`src/rtl/irq_gather_pkg.sv`:
```
package irq_gather_pkg;
  localparam int BYTE_W = 8;

  function automatic int bytes_for(input int bits);
    return (bits + BYTE_W - 1) / BYTE_W;
  endfunction
endpackage

```
`src/rtl/irq_req_sync.sv`:
```
module irq_req_sync #(
  parameter int W = 32
) (
  input  logic         clk,
  input  logic         rst_n,
  input  logic [W-1:0] req_i,
  output logic [W-1:0] sync_o,
  output logic         edge_any_o
);
  logic [W-1:0] s1_q, s2_q, prev_q;
  logic [W-1:0] s1_d, s2_d, prev_d;

  always_comb begin
    s1_d   = req_i;
    s2_d   = s1_q;
    prev_d = s2_q;
  end

  always_ff @(posedge clk or negedge rst_n) begin
    if (!rst_n) begin
      s1_q   <= '0;
      s2_q   <= '0;
      prev_q <= '0;
    end else begin
      s1_q   <= s1_d;
      s2_q   <= s2_d;
      prev_q <= prev_d;
    end
  end

  assign sync_o     = s2_q;
  assign edge_any_o = |(s2_q & ~prev_q);
endmodule

```
`src/rtl/irq_alert_track.sv`:
```
module irq_alert_track #(
  parameter bit MULTI = 1'b1
) (
  input  logic clk,
  input  logic rst_n,
  input  logic edge_any_i,
  input  logic cap_i,
  input  logic done_i,
  output logic busy_o,
  output logic alert_n_o
);
  logic pend_q, pend_d;
  logic busy_q, busy_d;

  always_comb begin
    pend_d = edge_any_i | (pend_q & ~cap_i);
    if (cap_i)       busy_d = MULTI;
    else if (done_i) busy_d = 1'b0;
    else             busy_d = busy_q;
  end

  always_ff @(posedge clk or negedge rst_n) begin
    if (!rst_n) begin
      pend_q <= 1'b0;
      busy_q <= 1'b0;
    end else begin
      pend_q <= pend_d;
      busy_q <= busy_d;
    end
  end

  assign busy_o    = busy_q;
  assign alert_n_o = ~(pend_q & ~busy_q);
endmodule

```
`src/rtl/irq_snap_reg.sv`:
```
module irq_snap_reg #(
  parameter int W  = 32,
  parameter int NB = 4,
  parameter int AW = 3
) (
  input  logic            clk,
  input  logic            rst_n,
  input  logic [W-1:0]    live_i,
  input  logic            cap_i,
  input  logic            rd_stb_i,
  input  logic [AW-1:0]   rd_addr_i,
  output logic [NB*8-1:0] snap_o,
  output logic [7:0]      rd_data_o
);
  localparam int PADW = NB * 8;

  logic [PADW-1:0] live_pad, src, snap_q, snap_d;
  logic [7:0]      data_q, data_d;
  logic            snap_en;

  always_comb begin
    live_pad         = '0;
    live_pad[W-1:0]  = live_i;
    snap_en          = cap_i;
    snap_d           = live_pad;
    src              = cap_i ? live_pad : snap_q;
    data_d           = 8'h00;
    for (int b = 0; b < NB; b++) begin
      if (rd_addr_i == AW'(b)) data_d = src[b*8 +: 8];
    end
  end

  always_ff @(posedge clk or negedge rst_n) begin
    if (!rst_n) begin
      snap_q <= '0;
      data_q <= '0;
    end else begin
      if (snap_en)  snap_q <= snap_d;
      if (rd_stb_i) data_q <= data_d;
    end
  end

  assign snap_o    = snap_q;
  assign rd_data_o = data_q;
endmodule

```
`src/rtl/irq_gather.sv`:
```
module irq_gather
  import irq_gather_pkg::*;
#(
  parameter int FIX_BYTES = 1,
  parameter int USR_LINES = 24
) (
  input  logic                          clk,
  input  logic                          rst_n,
  input  logic [FIX_BYTES*BYTE_W-1:0]   fix_req_i,
  input  logic [USR_LINES-1:0]          usr_req_i,
  input  logic                          rd_stb_i,
  input  logic [$clog2(irq_gather_pkg::bytes_for(FIX_BYTES*8+USR_LINES)+1)-1:0] rd_addr_i,
  output logic [7:0]                    rd_data_o,
  output logic                          alert_n_o
);
  localparam int FIX_W = FIX_BYTES * BYTE_W;
  localparam int TOT   = FIX_W + USR_LINES;
  localparam int NB    = bytes_for(TOT);
  localparam int AW    = $clog2(NB + 1);
  localparam int PADW  = NB * BYTE_W;

  logic [TOT-1:0]  req_all, sync_q;
  logic [PADW-1:0] snap_q;
  logic            edge_any, busy_q, cap, done;

  assign req_all = {usr_req_i, fix_req_i};
  assign cap     = rd_stb_i && (rd_addr_i == '0);
  assign done    = rd_stb_i && (rd_addr_i == AW'(NB - 1));

  irq_req_sync #(.W(TOT)) u_sync (
    .clk        (clk),
    .rst_n      (rst_n),
    .req_i      (req_all),
    .sync_o     (sync_q),
    .edge_any_o (edge_any)
  );

  irq_alert_track #(.MULTI(NB > 1)) u_trk (
    .clk        (clk),
    .rst_n      (rst_n),
    .edge_any_i (edge_any),
    .cap_i      (cap),
    .done_i     (done),
    .busy_o     (busy_q),
    .alert_n_o  (alert_n_o)
  );

  irq_snap_reg #(.W(TOT), .NB(NB), .AW(AW)) u_snap (
    .clk       (clk),
    .rst_n     (rst_n),
    .live_i    (sync_q),
    .cap_i     (cap),
    .rd_stb_i  (rd_stb_i),
    .rd_addr_i (rd_addr_i),
    .snap_o    (snap_q),
    .rd_data_o (rd_data_o)
  );
endmodule

```
`config.mk`:
```
export PLATFORM = sky130hd
export DESIGN_NAME = irq_gather
export DESIGN_NICKNAME = d
export VERILOG_FILES = /design/src/rtl/irq_gather_pkg.sv /design/src/rtl/irq_req_sync.sv /design/src/rtl/irq_alert_track.sv /design/src/rtl/irq_snap_reg.sv /design/src/rtl/irq_gather.sv
export SDC_FILE = /design/constraint.sdc
export NUM_CORES = 1
export LEC_CHECK = 0
export ABC_AREA = 1
export CAP_MARGIN = 20
export CORE_AREA = 4 4 96 98
export DETAILED_ROUTE_END_ITERATION = 6
export DIE_AREA = 0 0 100 102
export PLACE_DENSITY_LB_ADDON = 0.25
export SLEW_MARGIN = 10
export SYNTH_ARGS = -nofsm -noshare
export SYNTH_HDL_FRONTEND = slang
export SYNTH_SLANG_ARGS = --single-unit
```
`constraint.sdc`:
```
create_clock -name clk -period 2.55 [get_ports clk]
set_input_delay 0.255 -clock clk [delete_from_list [all_inputs] [get_ports clk]]
set_output_delay 0.255 -clock clk [all_outputs]
set_load 0.02 [all_outputs]
```
Word level (Yosys, flattened, before mapping)
Index checks and enable logic that the tools add are counted.
{"block": "classes", "add_sub_neg": 0, "n_mul": 0, "n_div": 0, "n_lt_le_gt_ge": 0, "eq_ne": 3, "shift": 0, "n_mux": 7, "n_bitwise": 8, "n_reduce_logical": 5}
{"op": "$and 32x32->32", "n": 1}
{"op": "$mux 32", "n": 1}
{"op": "$mux 8", "n": 4}
{"op": "$not 32->32", "n": 1}
{"op": "$reduce_or 32->1", "n": 1}
{"op": "$eq 3x2->1 const B", "n": 2}
{"op": "$eq 3x1->1 const B", "n": 1}
{"op": "$logic_not 3->1", "n": 1}
{"op": "$not 1->1", "n": 3}
{"op": "$and 1x1->1", "n": 2}
{"op": "$logic_and 1x1->1", "n": 2}
{"op": "$mux 1", "n": 2}
{"op": "$reduce_bool 2->1", "n": 1}
{"op": "$or 1x1->1", "n": 1}
{"block": "totals", "ff_bits": 138, "latch_bits": 0, "mem_bits_rw": 0, "romBits": 0, "inputBits": 38, "output_inout_bits": 9, "wordCells": 30, "mem_count": 0}

Depth between registers and ports, before layout
{"block": "depth", "ltp_word": 7, "ltp_mapped": 10, "ltp_nobuf": 9}

Modules after synthesis
A second synthesis with hierarchy kept.
{"block": "unflattened", "cells_unflattened": 449, "area_unflattened_um2": 4802.1}
{"module": "irq_req_sync", "instances": 1, "cells_each": 188, "area_per_inst_um2": 2751.4, "seq_area_each_um2": 2402.3}
{"module": "irq_snap_reg", "instances": 1, "cells_each": 242, "area_per_inst_um2": 1931.9, "seq_area_each_um2": 1001.0}
{"module": "irq_alert_track", "instances": 1, "cells_each": 11, "area_per_inst_um2": 83.8, "seq_area_each_um2": 50.0}
{"module": "irq_gather", "instances": 1, "cells_each": 8, "area_per_inst_um2": 35.0, "seq_area_each_um2": 0.0}

Worst setup path before layout
OpenSTA, ideal clock, no wires.
{"block": "synth_timing", "path_type": "input port to flip-flop", "startpoint": "input port rd_stb_i", "endpoint": "register u_snap.data_q[3] (netlist: u_snap.rd_data_o[3])", "setup_ps": 120, "arrival_ps": 1114, "required_time_ps": 2430, "setup_slack_ps": 1315, "stages": 7, "path_buffers": 2, "path_cell_list": "buf_2 -> clkbuf_1 -> nand4_1 -> nand3_1 -> nand2_1 -> o21ai_1 -> nand2_1"}
{"block": "synth_between", "elab_chain_cells": 6}
{"element": "from (decl)", "line": "irq_gather.sv:11", "rtl": "input logic rd_stb_i,"}
{"element": "$logic_and 1x1->1", "line": "irq_gather.sv:27", "rtl": "assign cap = rd_stb_i && (rd_addr_i == '0);"}
{"element": "$mux 32"}
{"element": "$mux 8 (4 in a row)", "line": "irq_snap_reg.sv:29", "rtl": "if (rd_addr_i == AW'(b)) data_d = src[b*8 +: 8];"}
{"element": "to (signal assigned)", "line": "irq_snap_reg.sv:39", "rtl": "if (rd_stb_i) data_q <= data_d;"}
{"element": "to (decl)", "line": "irq_snap_reg.sv:18", "rtl": "logic [7:0] data_q, data_d;"}
Several ways; a longest one is shown, not always the timed one.
A chain may end at the register's enable or synchronous reset.

Worst setup path in the final report
{"block": "layout_timing", "startpoint": "register u_trk.pend_q", "endpoint": "output port alert_n_o"}
{"block": "layout_between", "elab_chain_cells": 2}
{"element": "from (decl)", "line": "irq_alert_track.sv:12", "rtl": "logic pend_q, pend_d;"}
{"element": "from (signal assigned)", "line": "irq_alert_track.sv:27", "rtl": "pend_q <= pend_d;"}
{"element": "$and 1x1->1", "line": "irq_alert_track.sv:33", "rtl": "assign alert_n_o = ~(pend_q & ~busy_q);"}
{"element": "$not 1->1", "line": "irq_alert_track.sv:33"}
{"element": "to (decl)", "line": "irq_gather.sv:14", "rtl": "output logic alert_n_o"}
Every way passes these cells.

==> qor.yml <==
placement:
  hpwl_um: 5760
  place.gp.congestion: 0.806
  io_buffer_count: 46
clocking:
  clk_pin_slew_ns: 0.06
  cts.repair.resized: 0
  cts_tree: "done"
  numClockSinks: 138
  clock-root-buffer: "clkbuf_8"
  cts_buffer_depth: 2
  cts_buffers: 17
  clock_latency_ns: 0.52
  htreeDepth: 4
route:
  via_per_inst: 5.12
  routedWlPerCell_um: 15.2
  drt-total-wl_um: 9490
  drcViolationCount: 0
  ant_nets: 0
  drt-pass1-iter-count: 4
  num_vias: 3187
  drt_iter0_markers: 266
synth:
  synth_top_family_by_area: "simple AND/OR/NAND/NOR gates"
  avgSynthCellArea_um2: 11.0
  async_flop_share: 1.00
  syn_area_um2: 4890
  synth_fa_ha_area_frac: 0
  ys.flop_type: "dfrtp_1"
  synth_edf_count: 0
  synth-compound-area-share: 0.0307
  synth_cell_types: 25
  synth-simple-area-share: 0.191
  synth-seq-cells: 138
  synth.area.mux_share: 0
  synth_warnings: 0
  synth_xor_area_frac: 0
  syn_inst: 446
  syn_nets: 484
  yosysSeqAreaShare: 0.706
power_and_ir_drop:
  combPwrFrac: 0.088
  switchingPower_mw: 1.26
  p_seq_frac: 0.448
  p_leak_nw: 3.03
  p_clk_frac: 0.464
  power.density_nw_per_um2: 895
  p_sw_frac: 0.230
  intPower_mw: 4.20
  irDropWorstVdd_mv: 0.498
timing:
  setup_viol: 0
  skew_ns: 0.0125
  finalCritPeriodShare: 0.737
  setup_tns_ns: 0
  tightestPinTransition_ns: 0.693
  period_needed_ns: 1.88
  rsz0062_at_grt: "no"
  report.final.slew_viol_count: 0
  fmax_mhz: 532
  slew_headroom: 0.538
  hold_slack_ns: 0.175
  hold_violations: 0
finish:
  mostFrequentLayoutCells: "dfrtp_1 (138), nand2_1 (90), inv_1 (71)"
  drive_gt1_frac: 0.0874
  final_common_cell: "dfrtp_1"
  fillers: 611
  antenna_cells: 0
  seqCellArea_um2: 3450
  multi_input_area_um2: 1080
  area_growth_syn_to_layout_pct: 24.8
  final_nets: 540
grt:
  grt_pass1_vias: 3222
  grt.overflow.total: 0
  grt_max_degree: 139
  antenna_found_initial: 0
  grt_pass1_wl_um: 15900
  track_usage: 0.207
setup_path:
  r2r_slack_ns: 1.32
  startpoint_type: "flop"
  crit-reg2reg-launch: "u_sync.sync_o[0]$_DFF_PN0_"
  cp.required_ns: 2.30
  cp_max_fo: 2
  cp-end-kind: "primary output"
  worstSetupStartpoint: "u_trk.pend_q$_DFF_PN0_"
  endpoint: "alert_n_o"
  critPathArrivalTime_ns: 1.62
  reg2reg_depth: 6
  reg2reg_to: "u_snap.rd_data_o[0]$_DFFE_PN0P_"
  worst-setup-path-type: "reg2out"
die:
  die_height_um: 102
  start_util: 0.577
  die_area_um2: 10200
  die_x_um: 100
  fp.coreArea_um2: 8470
  io-pin-count: 47
  row_count: 34
job:
  max_cap_viol_count: 0
worst_hold_path:
  holdCritPathClass: "in2reg"
status:
  status: "completed"
-- layout make-up --
| type | instances | area share |
|---|---|---|
| sequential | 138 | 0.566 |
| multi-input combinational | 220 | 0.177 |
| timing repair buffer | 52 | 0.0870 |
| clock buffer | 18 | 0.0702 |
| inverter | 73 | 0.0449 |
| clock inverter | 14 | 0.0320 |
| tap | 108 | 0.0222 |
-- critical path, cell delays in order, from the launching register on --
cell and delay [ns]:
dfrtp_1 0.39, nand2_1 0.11, clkdlybuf4s50_1 0.61
-- synthesized netlist by cell type (2+ instances only) --
master / count / area [µm²]
nand3_1: 33 / 165
buf_2: 6 / 30.0
inv_2: 2 / 7.51
inv_1: 71 / 267
and2_1: 21 / 131
nand2_1: 90 / 338
buf_4: 2 / 15.0
nor2_1: 16 / 60.1
nand4_1: 28 / 175
o22ai_1: 12 / 75.1
buf_1: 2 / 7.51
o211ai_1: 2 / 15.0
clkbuf_1: 4 / 15.0
dfrtp_1: 138 / 3450
o21ai_1: 8 / 40.0
o21a_1: 2 / 15.0
-- flip-flops by register name (all words and copies together) (netlist names) --
name / cells
u_snap.rd_data_o: 8
u_snap.snap_o: 32
u_sync.prev_q: 32
u_sync.s1_q: 32
u_sync.sync_o: 32
u_trk.busy_o: 1
u_trk.pend_q: 1
-- cells by family (layout without fill, tap and decap cells) --
| kind of cell | Yosys count | count (layout) |
|---|---|---|
| AO/OA/AOI/OAI | 25 | 25 |
| AND/OR/NAND/NOR | 195 | 195 |
| flip-flops | 138 | 138 |
| buffers and inverters | 88 | 157 |
-- power groups by stage --
stage	Sequential, mW	Clock [mW]	Combinational (mW)
global route	2.47	2.67	0.546
finish	2.45	2.53	0.479
global placement	2.48	0	0.461
floorplan	2.48	0	0.252
detailed placement	2.49	0	0.470
CTS	2.45	2.56	0.482
-- metrics by stage --
stage | instances | setup WS [ns] | util | area, µm² | total power [mW]
final | 623 | 0.671 | 0.720 | 6100 | 5.46
after global routing | 623 | 0.606 | 0.720 | 6100 | 5.68
after CTS | 623 | 0.651 | 0.720 | 6100 | 5.50
after detailed placement | 590 | 0.437 | 0.646 | 5470 | 2.96
after global placement | 590 | 0.420 | 0.646 | 5470 | 2.94
after floorplan | 446 | 1.32 | - | 4890 | 2.74
-- repair_timing --
item | CTS | global route
hold buffers | 1 | 0
setup buffers | 0 | 0
hold endpoints to repair | 138 | 0
-- worst min-delay path by stage --
stage                                    startpoint                              end  slack, ns  cells after the start
after floorplan                               rst_n  u_snap.rd_data_o[0]$_DFFE_PN0P_      -0.04                      0
after global placement     u_sync.s1_q[6]$_DFF_PN0_       u_sync.sync_o[6]$_DFF_PN0_       0.33                      0
after detailed placement  u_sync.s1_q[30]$_DFF_PN0_      u_sync.sync_o[30]$_DFF_PN0_       0.33                      0
after CTS                              fix_req_i[3]         u_sync.s1_q[3]$_DFF_PN0_       0.16                      1
after global routing                   usr_req_i[7]        u_sync.s1_q[15]$_DFF_PN0_       0.15                      1
final                                  usr_req_i[6]        u_sync.s1_q[14]$_DFF_PN0_       0.17                      1
-- per-layer routing --
layer | vias up | part of all wire | track usage
met5 | - | 0 | 0
met2 | 104 | 0.50 | 0.322
met3 | 13 | 0.064 | 0.0546
met1 | 1554 | 0.42 | 0.286
li1 | 1516 | - | -
met4 | 0 | 0.014 | 0.0736
(Power assumes the default switching activity.)
